### config.mk
export PLATFORM = sky130hd
export DESIGN_NAME = acr_clock_regen
export DESIGN_NICKNAME = d
export VERILOG_FILES = /design/src/rtl/acr_pkg.sv /design/src/rtl/acr_param_loader.sv /design/src/rtl/acr_nco.sv /design/src/rtl/acr_lock_ctrl.sv /design/src/rtl/acr_clock_regen.sv
export SDC_FILE = /design/constraint.sdc
export NUM_CORES = 1
export LEC_CHECK = 0
export BUFFER_PORTS_ARGS = -buffer_cell sky130_fd_sc_hd__buf_2
export CAP_MARGIN = 15
export CORE_ASPECT_RATIO = 1.75
export CORE_MARGIN = 2
export CORE_UTILIZATION = 65
export CTS_CLUSTER_SIZE = 16
export DETAILED_ROUTE_END_ITERATION = 10
export GPL_TIMING_DRIVEN = 0
export PLACE_DENSITY_LB_ADDON = 0.2
export SETUP_SLACK_MARGIN = 0.15
export SYNTH_ARGS = -nofsm -noshare
export SYNTH_HDL_FRONTEND = slang
export SYNTH_HIERARCHICAL = 1
export SYNTH_SLANG_ARGS = --single-unit
export TNS_END_PERCENT = 1
### constraint.sdc
create_clock -name clk_tmds -period 8.9 [get_ports clk_tmds]
set_input_delay 2.67 -clock clk_tmds [delete_from_list [all_inputs] [get_ports clk_tmds]]
set_output_delay 2.67 -clock clk_tmds [all_outputs]
set_load 0.02 [all_outputs]
### src/rtl/acr_pkg.sv
// Package: shared field width, parameter-pair type and range qualification
// for the audio clock regeneration controller.
package acr_pkg;
    localparam int ACR_W = 20;

    typedef struct packed {
        logic [ACR_W-1:0] n;
        logic [ACR_W-1:0] cts;
    } acr_pair_t;

    // A pair is usable only when both fields are nonzero and N does not exceed CTS
    function automatic logic acr_in_range(input acr_pair_t p);
        return (p.n != '0) && (p.cts != '0) && (p.n <= p.cts);
    endfunction
endpackage

### src/rtl/acr_param_loader.sv
// Holds the active N/CTS pair. Loads a new in-range pair when it differs
// from the active one (or none is held), reloads on a forced update, drops
// the pair on PLL loss, and freezes all state while coasting.
// Assumes: packets are single-cycle strobes in the reference clock domain.
module acr_param_loader
    import acr_pkg::*;
(
    input  logic      clk,
    input  logic      rst_n,
    input  logic      pll_ok,
    input  logic      coast,
    input  logic      pkt_valid,
    input  acr_pair_t pkt,
    input  logic      force_reload,
    output acr_pair_t active,
    output logic      have_pair,
    output logic      reload
);
    logic pkt_ok;
    logic differs;

    // Qualify an incoming packet against range and the active pair
    always_comb begin
        pkt_ok  = pkt_valid && acr_in_range(pkt);
        differs = !have_pair || (pkt != active);
    end

    // Parameter register with reload pulse generation
    always_ff @(posedge clk) begin
        if (!rst_n) begin
            active    <= '0;
            have_pair <= 1'b0;
            reload    <= 1'b0;
        end else begin
            reload <= 1'b0;
            if (coast) begin
                reload <= 1'b0;
            end else if (!pll_ok) begin
                have_pair <= 1'b0;
            end else if (pkt_ok && differs) begin
                active    <= pkt;
                have_pair <= 1'b1;
                reload    <= 1'b1;
            end else if (force_reload && have_pair) begin
                reload <= 1'b1;
            end
        end
    end
endmodule

### src/rtl/acr_nco.sv
// Phase accumulator oscillator: adds N each cycle, subtracts CTS and emits
// one enable pulse whenever the sum reaches CTS. Restarts from zero phase
// on reload. Assumes N <= CTS, so at most one pulse is due per cycle.
module acr_nco
    import acr_pkg::*;
(
    input  logic      clk,
    input  logic      rst_n,
    input  logic      run,
    input  logic      reload,
    input  acr_pair_t pair,
    output logic      pulse
);
    logic [ACR_W-1:0] phase;
    logic [ACR_W:0]   sum;

    // Next phase before wrap
    always_comb sum = {1'b0, phase} + {1'b0, pair.n};

    // Accumulate, wrap at CTS and register the enable pulse
    always_ff @(posedge clk) begin
        if (!rst_n) begin
            phase <= '0;
            pulse <= 1'b0;
        end else if (reload) begin
            phase <= '0;
            pulse <= 1'b0;
        end else if (run) begin
            if (sum >= {1'b0, pair.cts}) begin
                phase <= ACR_W'(sum - {1'b0, pair.cts});
                pulse <= 1'b1;
            end else begin
                phase <= sum[ACR_W-1:0];
                pulse <= 1'b0;
            end
        end else begin
            pulse <= 1'b0;
        end
    end
endmodule

### src/rtl/acr_lock_ctrl.sv
// Lock qualification: while a pair is held, the PLL is locked and no reload
// is in progress, counts master-clock pulses and declares lock on pulse
// LOCK_DLY. Holds everything while coasting. Assumes LOCK_DLY >= 1.
module acr_lock_ctrl #(
    parameter int LOCK_DLY = 2
) (
    input  logic clk,
    input  logic rst_n,
    input  logic coast,
    input  logic have_pair,
    input  logic pll_ok,
    input  logic reload,
    input  logic pulse,
    output logic locked
);
    localparam int CW = $clog2(LOCK_DLY + 1);

    logic [CW-1:0] seen;
    logic          qualified;

    // Both prerequisites present and loop not restarting
    always_comb qualified = have_pair && pll_ok && !reload;

    // Pulse counter and lock flag
    always_ff @(posedge clk) begin
        if (!rst_n) begin
            seen   <= '0;
            locked <= 1'b0;
        end else if (coast) begin
            seen   <= seen;
        end else if (!qualified) begin
            seen   <= '0;
            locked <= 1'b0;
        end else if (!locked && pulse) begin
            if (seen == CW'(LOCK_DLY - 1)) begin
                locked <= 1'b1;
            end else begin
                seen <= seen + 1'b1;
            end
        end
    end
endmodule

### src/rtl/acr_clock_regen.sv
// Top level of the audio clock regeneration controller. Reduces the masked
// coast events, then wires the parameter loader, the oscillator and the
// lock qualifier. Assumes all inputs are synchronous to clk_tmds.
module acr_clock_regen
    import acr_pkg::*;
#(
    parameter int EVT_W    = 4,
    parameter int LOCK_DLY = 2
) (
    input  logic             clk_tmds,
    input  logic             rst_n,
    input  logic             tmds_pll_ok,
    input  logic             acr_valid,
    input  logic [ACR_W-1:0] acr_n,
    input  logic [ACR_W-1:0] acr_cts,
    input  logic             force_reload,
    input  logic [EVT_W-1:0] coast_evt,
    input  logic [EVT_W-1:0] coast_mask,
    output logic             mclk_en,
    output logic             locked
);
    logic      coast;
    logic      have_pair;
    logic      reload;
    logic      run;
    acr_pair_t pkt;
    acr_pair_t active;

    // Coast request and oscillator run condition
    always_comb begin
        coast = |(coast_evt & coast_mask);
        pkt   = '{n: acr_n, cts: acr_cts};
        run   = have_pair && (tmds_pll_ok || coast);
    end

    acr_param_loader u_load (
        .clk          (clk_tmds),
        .rst_n        (rst_n),
        .pll_ok       (tmds_pll_ok),
        .coast        (coast),
        .pkt_valid    (acr_valid),
        .pkt          (pkt),
        .force_reload (force_reload),
        .active       (active),
        .have_pair    (have_pair),
        .reload       (reload)
    );

    acr_nco u_nco (
        .clk    (clk_tmds),
        .rst_n  (rst_n),
        .run    (run),
        .reload (reload),
        .pair   (active),
        .pulse  (mclk_en)
    );

    acr_lock_ctrl #(.LOCK_DLY(LOCK_DLY)) u_lock (
        .clk       (clk_tmds),
        .rst_n     (rst_n),
        .coast     (coast),
        .have_pair (have_pair),
        .pll_ok    (tmds_pll_ok),
        .reload    (reload),
        .pulse     (mclk_en),
        .locked    (locked)
    );
endmodule

## After elaboration in Yosys (flattened, before gate mapping)

Cells that the tools add are included.

| storage, ports and cells | value |
|---|---|
| register bits | 66 |

| cells by class | value |
|---|---|
| add/subtract/negate cells | 3 |
| order comparisons | 2 |
| equal/unequal tests | 6 |
| muxes and demuxes | 12 |
| bitwise gates (word level) | 5 |
| reductions and logical operators | 24 |

Operators with widths:

| operator | count |
|---|---|
| $ne A40 B40 Y1 | 1 |
| $reduce_bool A20 Y1 | 2 |
| $add A20 B20 Y21 | 1 |
| $ge A21 B20 Y1 | 1 |
| $le A20 B20 Y1 | 1 |
| $mux W20 | 1 |
| $sub A20 B20 Y20 | 1 |
| $logic_and A1 B1 Y1 | 9 |
| $reduce_and A3 Y1 | 3 |
| $mux W1 | 8 |
| $mux W2 | 3 |
| $ne A2 B2 Y1 const B | 3 |
| $reduce_or A6 Y1 | 1 |
| $and A4 B4 Y4 | 1 |
| $not A1 Y1 | 4 |
| $reduce_or A4 Y1 | 1 |
| $logic_not A1 Y1 | 3 |
| $reduce_or A3 Y1 | 1 |
| $add A2 B1 Y2 const B | 1 |
| $eq A2 B1 Y1 const B | 1 |
| $logic_or A1 B1 Y1 | 2 |
| $ne A2 B1 Y1 const B | 1 |
| $reduce_and A2 Y1 | 1 |
| $reduce_or A2 Y1 | 1 |

## Longest topological paths before layout

Gate-level depths: netlist of the first run.

| logic depth | value |
|---|---|
| word-level depth | 7 |
| mapped depth | 20 |
| mapped depth without buffers | 18 |

## Modules after synthesis

Netlist of the first run, hierarchy kept.

By module, submodules not included:

| module | instances | cells an instance | area each (µm²) |
|---|---|---|---|
| acr_nco | 1 | 400 | 2984.1 |
| acr_param_loader | 1 | 327 | 2723.9 |
| acr_lock_ctrl | 1 | 17 | 153.9 |
| acr_clock_regen | 1 | 6 | 42.5 |

## Least setup slack after synthesis of the first run

OpenSTA, ideal clock, no wires.

| path | value |
|---|---|
| path kind | register to register |
| start | register u_load/active[21] (netlist name) |
| end | register u_nco.phase[6] |
| arrival time | 4253 ps |
| data required time | 8812 ps |
| path slack | 4559 ps |
| stages on the path, launching flop included | 20 |
| buffers on the path | 2 |
| clock period less this slack | 4341 ps |
| cells stage by stage | dfxtp_1 -> ha_1 -> a21oi_1 -> o211ai_1 -> o41ai_2 -> o21ai_1 -> a2111oi_0 -> o21ai_0 -> nor2b_1 -> ha_1 -> or2_2 -> a21oi_1 -> a21oi_1 -> o21a_1 -> or3_1 -> buf_6 -> nor2_8 -> buf_12 -> nand2_4 -> a311oi_2 |

| on the way | value |
|---|---|
| word-level cells in the longest chain between the ends | 3 |
| elaborated cells on any way between the ends | 4 |

RTL lines:

| element | line | text |
|---|---|---|
| $add A20 B20 Y21 * | acr_nco.sv:18 | `always_comb sum = {1'b0, phase} + {1'b0, pair.n};` |
| $sub A20 B20 Y20 / $ge A21 B20 Y1 (equally long branches) | acr_nco.sv:30, acr_nco.sv:29 |  |
| $mux W20 * | acr_nco.sv:29 | `if (sum >= {1'b0, pair.cts}) begin` |
| to (signal assigned) | acr_nco.sv:30 | `phase <= ACR_W'(sum - {1'b0, pair.cts});` |
| to (signal assigned) | acr_nco.sv:33 | `phase <= sum[ACR_W-1:0];` |
| to (decl) | acr_nco.sv:14 | `logic [ACR_W-1:0] phase;` |

Mark *: on every way between the ends. The rest lies on a longest branch, timed or not.
A chain may end at the register's enable or synchronous reset.

## Final worst setup path of the first run

| path | value |
|---|---|
| start | register u_load/active[21] (netlist name) |
| end | register u_nco.phase[9] |

| on the way | value |
|---|---|
| word-level cells in the longest chain between the ends | 3 |
| elaborated cells on any way between the ends | 4 |

RTL lines:

| element | line |
|---|---|
| $add A20 B20 Y21 * | acr_nco.sv:18 |
| $sub A20 B20 Y20 / $ge A21 B20 Y1 (equally long branches) | acr_nco.sv:30, acr_nco.sv:29 |
| $mux W20 * | acr_nco.sv:29 |

Marked as above.

==> impl_metrics.env, run 1 <==
export IMPL_final_hold_viol_count=0
export IMPL_critPathRequiredTime_ps=9160
export IMPL_grtUsageTotal=0.3664
export IMPL_fin_skew_ps=4.893
export IMPL_cts_htree_levels=3
export IMPL_syn_cell_area_sq_mm=0.005904
export IMPL_yosysUniqueCellTypes=73
export IMPL_yosysWarnings=6
export IMPL_path_class="reg2reg"
export IMPL_synth_top_area_share=0.2238
export IMPL_grt_ovfl_total=0
export IMPL_synth_area_leader_cell="dfxtp_1"
export IMPL_nFillCells=708
export IMPL_endpoint_kind="flop"
export IMPL_grt_pass1_vias=5967
export IMPL_power_switching_share=0.3842
export IMPL_via_count=5961
export IMPL_route_detailed_drc=0
export IMPL_maxCapViolCount=0
export IMPL_combPwrFrac=0.430
export IMPL_ios=55
export IMPL_rsz0062_at_grt="false"
export IMPL_slew_violations=0
export IMPL_power_frac_clock=0.290
export IMPL_post_route_period_util=0.6551
export IMPL_drt_iter0_drc=455
export IMPL_p_switching_w=0.0004321
export IMPL_mostFrequentLayoutCell="nand2_1"
export IMPL_holdBufCountCts=0
export IMPL_tritoncts="done"
export IMPL_cts_buffer_depth=2
export IMPL_tightest_slew_ps=702.6
export IMPL_dr_pass1_iters=5
export IMPL_die_w_um=76.05
export IMPL_critical_path_max_stage_delay_ps=690
export IMPL_synth_cells=750
export IMPL_async_reset_ff_frac=0
export IMPL_rows=46
export IMPL_syn_to_final_growth_pct=11.72
export IMPL_critPathMaxFanout=10
export IMPL_mostFrequentLayoutCells="120 x nand2_1, 66 x dfxtp_1, 63 x inv_1, 61 x ha_1"
export IMPL_seq_area_frac_synth=0.2238
export IMPL_status="completed"
export IMPL_insertion_delay_ps=340
export IMPL_antennaDiodeCount=0
export IMPL_grt_pass1_wl_um=28350
export IMPL_cts_resized=0
export IMPL_nNetsFinal=931
export IMPL_avgSynthCellArea_sq_um=7.873
export IMPL_cts_root_buf="clkbuf_16"
export IMPL_core_area_sq_mm=0.008921
export IMPL_wl_um=18220
export IMPL_syn_num_nets=866
export IMPL_p_per_area_mw_per_mm2=170.5
export IMPL_antenna_left=0
export IMPL_post_cts_buffers=0
export IMPL_worst_ep_arrival_time_ps=6090
export IMPL_synth_seq_cells=66
export IMPL_crit_chain="ha_1, a21oi_1, o211ai_1, o41ai_2, o21ai_1, a2111oi_0, o21ai_0, nor2b_1, ha_1, nand4_1, nor3_1, nand4_1, o21ba_1, nor3_1, nand2_1, clkbuf_1, o311ai_0, a31oi_1"
export IMPL_viasPerCell=6.341
export IMPL_grt_max_degree=12
export IMPL_dpl_hpwl_um=14740
export IMPL_startpoint_type="flop"
export IMPL_p_int_w=0.0006926
export IMPL_synth_edf_count=0
export IMPL_portBuffers=54
export IMPL_fp_dieH_um=130.1
export IMPL_start_util=0.6619
export IMPL_p_leak_nw=3.045
export IMPL_clock_sinks=66
export IMPL_post_place_ws_ps=3246
export IMPL_dieArea_sq_mm=0.009892
export IMPL_cp_slowest_cell="a2111oi_0"
export IMPL_fin_ws_ps=3070
export IMPL_clk_pin_slew_worst_paths_ps=60
export IMPL_clock_fmax_ghz=0.1715
export IMPL_timing_slew_headroom=0.5195
export IMPL_gp_congestion=0.9292
export IMPL_cts_buffers=9
export IMPL_worst_hold_path_type="reg2reg"
export IMPL_synth_flop_cell="dfxtp_1"
export IMPL_setup_viol=0
export IMPL_finalCriticalPeriod_ps=5830
export IMPL_fin_tns_setup_ps=0
export IMPL_netlist_top_cells_area="dfxtp_1 22%, ha_1 13%, xnor2_1 8.0%, nand2_1 7.6%, mux2i_1 7.1%"
export IMPL_drive_gt1_frac=0.1171
export IMPL_wl_per_cell_um=19.39
export IMPL_p_seq_frac=0.280
export IMPL_max_vdd_ir_drop_v=0.0001510
export IMPL_antenna_found_initial=0
-- per-layer routing --
metal	up-vias	wire, um	track usage
met2	257	9516	0.6964
li1	2836	-	-
met3	71	984	0.05533
met4	0	1108	0.2524
met5	-	0	0
met1	2797	6613	0.3670
-- final cells by class --
cell class,instances,area (sq um),area share
Tap cell,120,150.1,0.02276
Timing Repair Buffer,54,270.3,0.04097
Clock inverter,6,32.53,0.004932
Sequential cell,66,1321,0.2003
Clock buffer,10,239.0,0.03623
Multi-Input combinational cell,599,4210,0.6383
Inverter,63,236.5,0.03585
Buffer,22,136.4,0.02068
-- logic make-up after synthesis --
family / count (synthesis) / share of synthesized area
muxes: 42 / 0.07120
AOI/OAI and AO/OA: 171 / 0.1969
adders and majority gates: 63 / 0.1360
buffers and inverters: 85 / 0.06315
and+or+nand+nor: 263 / 0.2200
DFF: 66 / 0.2238
xor gates and xnor gates: 60 / 0.08900
-- metrics by stage --
stage                     total power (W)  hold slack [ps]  utilization  instances  area (sq um)
after global routing             0.001178            505.6       0.7394        940          6596
after CTS                        0.001115            475.4       0.7394        940          6596
after floorplan                 0.0006596            444.8            -        750          5904
after global placement          0.0007832            462.6       0.7090        924          6325
final                            0.001125            476.6       0.7394        940          6596
after detailed placement        0.0007897            468.0       0.7090        924          6325
-- critical path, delay by kind of cell, from the launching register on --
family	cells	cell delay (ps)
DFF	1	460
buffers and inverters	1	510
and+or+nand+nor	6	1270
adders and majority gates	2	700
AOI/OAI and AO/OA	9	2820
-- Yosys cell counts, types with 16 or more instances --
| master | n |
|---|---|
| nand2_1 | 120 |
| dfxtp_1 | 66 |
| inv_1 | 63 |
| ha_1 | 61 |
| xnor2_1 | 54 |
| a21oi_1 | 43 |
| mux2i_1 | 42 |
| nor2_1 | 31 |
| o21ai_0 | 29 |
| nand3_1 | 18 |
| nor3_1 | 17 |
| nand4_1 | 16 |
-- registers in the layout, indices dropped and copies added, names as in the netlist --
register and cells:
u_nco/phase 20, u_lock/seen 2, u_load/have_pair 1, u_lock/locked 1
u_load/reload 1, u_nco/pulse 1, u_load/active 40
-- power groups by stage --
stage | clock network, W | logic (W) | registers, W
after floorplan | 0 | 0.000341 | 0.000318
after global placement | 0 | 0.000463 | 0.000320
after global routing | 0.000341 | 0.000521 | 0.000316
after CTS | 0.000328 | 0.000472 | 0.000315
final | 0.000326 | 0.000483 | 0.000315
after detailed placement | 0 | 0.000469 | 0.000321
-- path summary, 6_finish.rpt --
check,from,endpoint,slack (ps),cells past startpoint
hold reg to reg,u_nco/phase[2],u_nco/phase[2],480,2
setup reg to reg,u_load/active[21],u_nco/phase[9],3070,18
setup / recovery,u_load/active[21],u_nco/phase[9],3070,18
hold / removal,u_nco/phase[2],u_nco/phase[2],480,2
(Power assumes the default switching activity.)
==> run 2: changes to the inputs <==
- CORE_UTILIZATION: 65 -> 61
- clock period: 8.9 -> 5.95 ns (I/O delays scaled with it)
==> run 2 against run 1 <==
Design area grew 1.2%. Die area grew 6.3%. Routed wire length grew 4.2%. Global-route usage grew 0.34 points. Highest routed layer unchanged. Cell count grew 0.21%. Sequential power grew 50%. Largest power group unchanged. Via count grew 1.1%.
==> impl_metrics.env, run 2 (synthesized netlist as in run 1, its figures left out) <==
export IMPL_cts_buffers=9
export IMPL_tritoncts="done"
export IMPL_cts_buffer_depth=2
export IMPL_cts_root_buf="clkbuf_16"
export IMPL_mostFrequentLayoutCell="nand2_1"
export IMPL_r2r_start="u_load/active[21]"
export IMPL_dieArea_sq_mm=0.01051
export IMPL_clk_pin_slew_worst_paths_ps=60
export IMPL_worst_ep_arrival_time_ps=5550
export IMPL_setup_viol=0
export IMPL_critPathRequiredTime_ps=6130
export IMPL_antennaDiodeCount=0
export IMPL_drt_iter0_drc=435
export IMPL_final_hold_viol_count=0
export IMPL_dr_pass1_iters=5
export IMPL_critPathMaxFanout=10
export IMPL_ios=55
export IMPL_holdCritStartpoint="u_nco/phase[2]"
export IMPL_max_vdd_ir_drop_v=0.0002506
export IMPL_maxCapViolCount=0
export IMPL_grt_ovfl_total=0
export IMPL_regMostFlops="u_load/active"
export IMPL_hold_path_depth=2
export IMPL_grtUsageTotal=0.3698
export IMPL_mostFrequentLayoutCells="120 x nand2_1, 66 x dfxtp_1, 63 x inv_1, 61 x ha_1"
export IMPL_syn_to_final_growth_pct=13.01
export IMPL_rows=47
export IMPL_wl_um=18990
export IMPL_portBuffers=54
export IMPL_fp_dieH_um=134.2
export IMPL_rr_worst_depth=18
export IMPL_crit_start="u_load/active[21]"
export IMPL_endpoint_kind="flop"
export IMPL_clock_sinks=66
export IMPL_start_util=0.6236
export IMPL_worst_hold_path_type="reg2reg"
export IMPL_tightest_slew_ps=750.4
export IMPL_reg_largest_list="u_load/active x40, u_nco/phase x20, u_lock/seen x2"
export IMPL_grt_pass1_wl_um=29910
export IMPL_viasPerCell=6.399
export IMPL_rsz0062_at_grt="false"
export IMPL_clock_fmax_ghz=0.1861
export IMPL_p_per_area_mw_per_mm2=267.1
export IMPL_grt_pass1_vias=5962
export IMPL_route_detailed_drc=0
export IMPL_insertion_delay_ps=330
export IMPL_slew_violations=0
export IMPL_grt_max_degree=13
export IMPL_largest_reg_flops=40
export IMPL_post_cts_buffers=0
export IMPL_via_count=6028
export IMPL_fin_tns_setup_ps=0
export IMPL_regArea_sq_mm=0.001321
export IMPL_gp_congestion=0.9912
export IMPL_finalCriticalPeriod_ps=5372
export IMPL_holdBufCountCts=0
export IMPL_post_route_period_util=0.9029
export IMPL_startpoint_type="flop"
export IMPL_power_w=0.001782
export IMPL_core_area_sq_mm=0.009468
export IMPL_nNetsFinal=931
export IMPL_p_leak_nw=3.071
export IMPL_dpl_hpwl_um=15030
export IMPL_wl_per_cell_um=20.16
export IMPL_whs_ps=491.3
export IMPL_multi_input_area_sq_mm=0.004228
export IMPL_drive_gt1_frac=0.1183
export IMPL_path_class="reg2reg"
export IMPL_fin_skew_ps=6.832
export IMPL_nFillCells=794
export IMPL_die_w_um=78.37
export IMPL_antenna_left=0
export IMPL_timing_slew_headroom=0.4951
export IMPL_antenna_found_initial=0
export IMPL_cts_htree_levels=3
export IMPL_status="completed"
## run 2: final timing paths
path | endpoint | slack (ps)
setup / recovery | u_nco/phase[9] | 580
hold / removal | u_nco/phase[2] | 490
setup reg to reg | u_nco/phase[9] | 580
hold reg to reg | u_nco/phase[2] | 490
## run 2: area by class of cell
type                            instances  area share
Buffer                                 22     0.02044
Clock buffer                           10     0.03581
Inverter                               63     0.03544
Sequential cell                        66      0.1980
Tap cell                              122     0.02288
Multi-Input combinational cell        599      0.6336
Clock inverter                          6     0.01331
Timing Repair Buffer                   54     0.04050
## run 2: worst max-delay path, cell delays in order (launching register included)
cell,delay [ps]
dfxtp_1,440
ha_1,270
a21oi_1,190
o211ai_1,220
o41ai_4,410
o21ai_1,240
a2111oi_2,430
o21ai_0,200
nor2b_1,160
ha_1,380
or2_2,310
a21oi_1,150
a21oi_1,100
o21a_1,240
nor3_1,410
nand2_1,350
clkbuf_1,360
o311ai_0,220
a31oi_1,140
## run 2: timing repair
| item | in CTS | in global routing |
|---|---|---|
| endpoints found under the setup margin | 0 | 10 |
| endpoints found under the hold margin | 0 | 0 |
| gates resized for setup | 0 | 3 |
## run 2: stage by stage
step                      cell area (sq um)  setup slack (ps)  cells    util
after global placement                 6327             329.4    926  0.6683
after CTS                              6655             283.2    942  0.7029
after floorplan                        5904              1609    750       -
final                                  6673             577.7    942  0.7048
after detailed placement               6327             333.0    926  0.6683
after global routing                   6673             239.2    942  0.7048
## run 2: report_power, final
part           switching (W)  total, W  leakage, nW  internal, W
Sequential         0.0000141  0.000472        0.534     0.000458
Clock               0.000208  0.000587        0.155     0.000379
Combinational       0.000434  0.000723         2.38     0.000289
## run 2: per-layer routing
layer | routed length (um) | global-route usage | share of wire
met4 | 1272 | 0.2290 | 0.067
met1 | 7035 | 0.4011 | 0.37
met5 | 0 | 0 | 0
met3 | 922 | 0.04845 | 0.049
met2 | 9757 | 0.6676 | 0.51
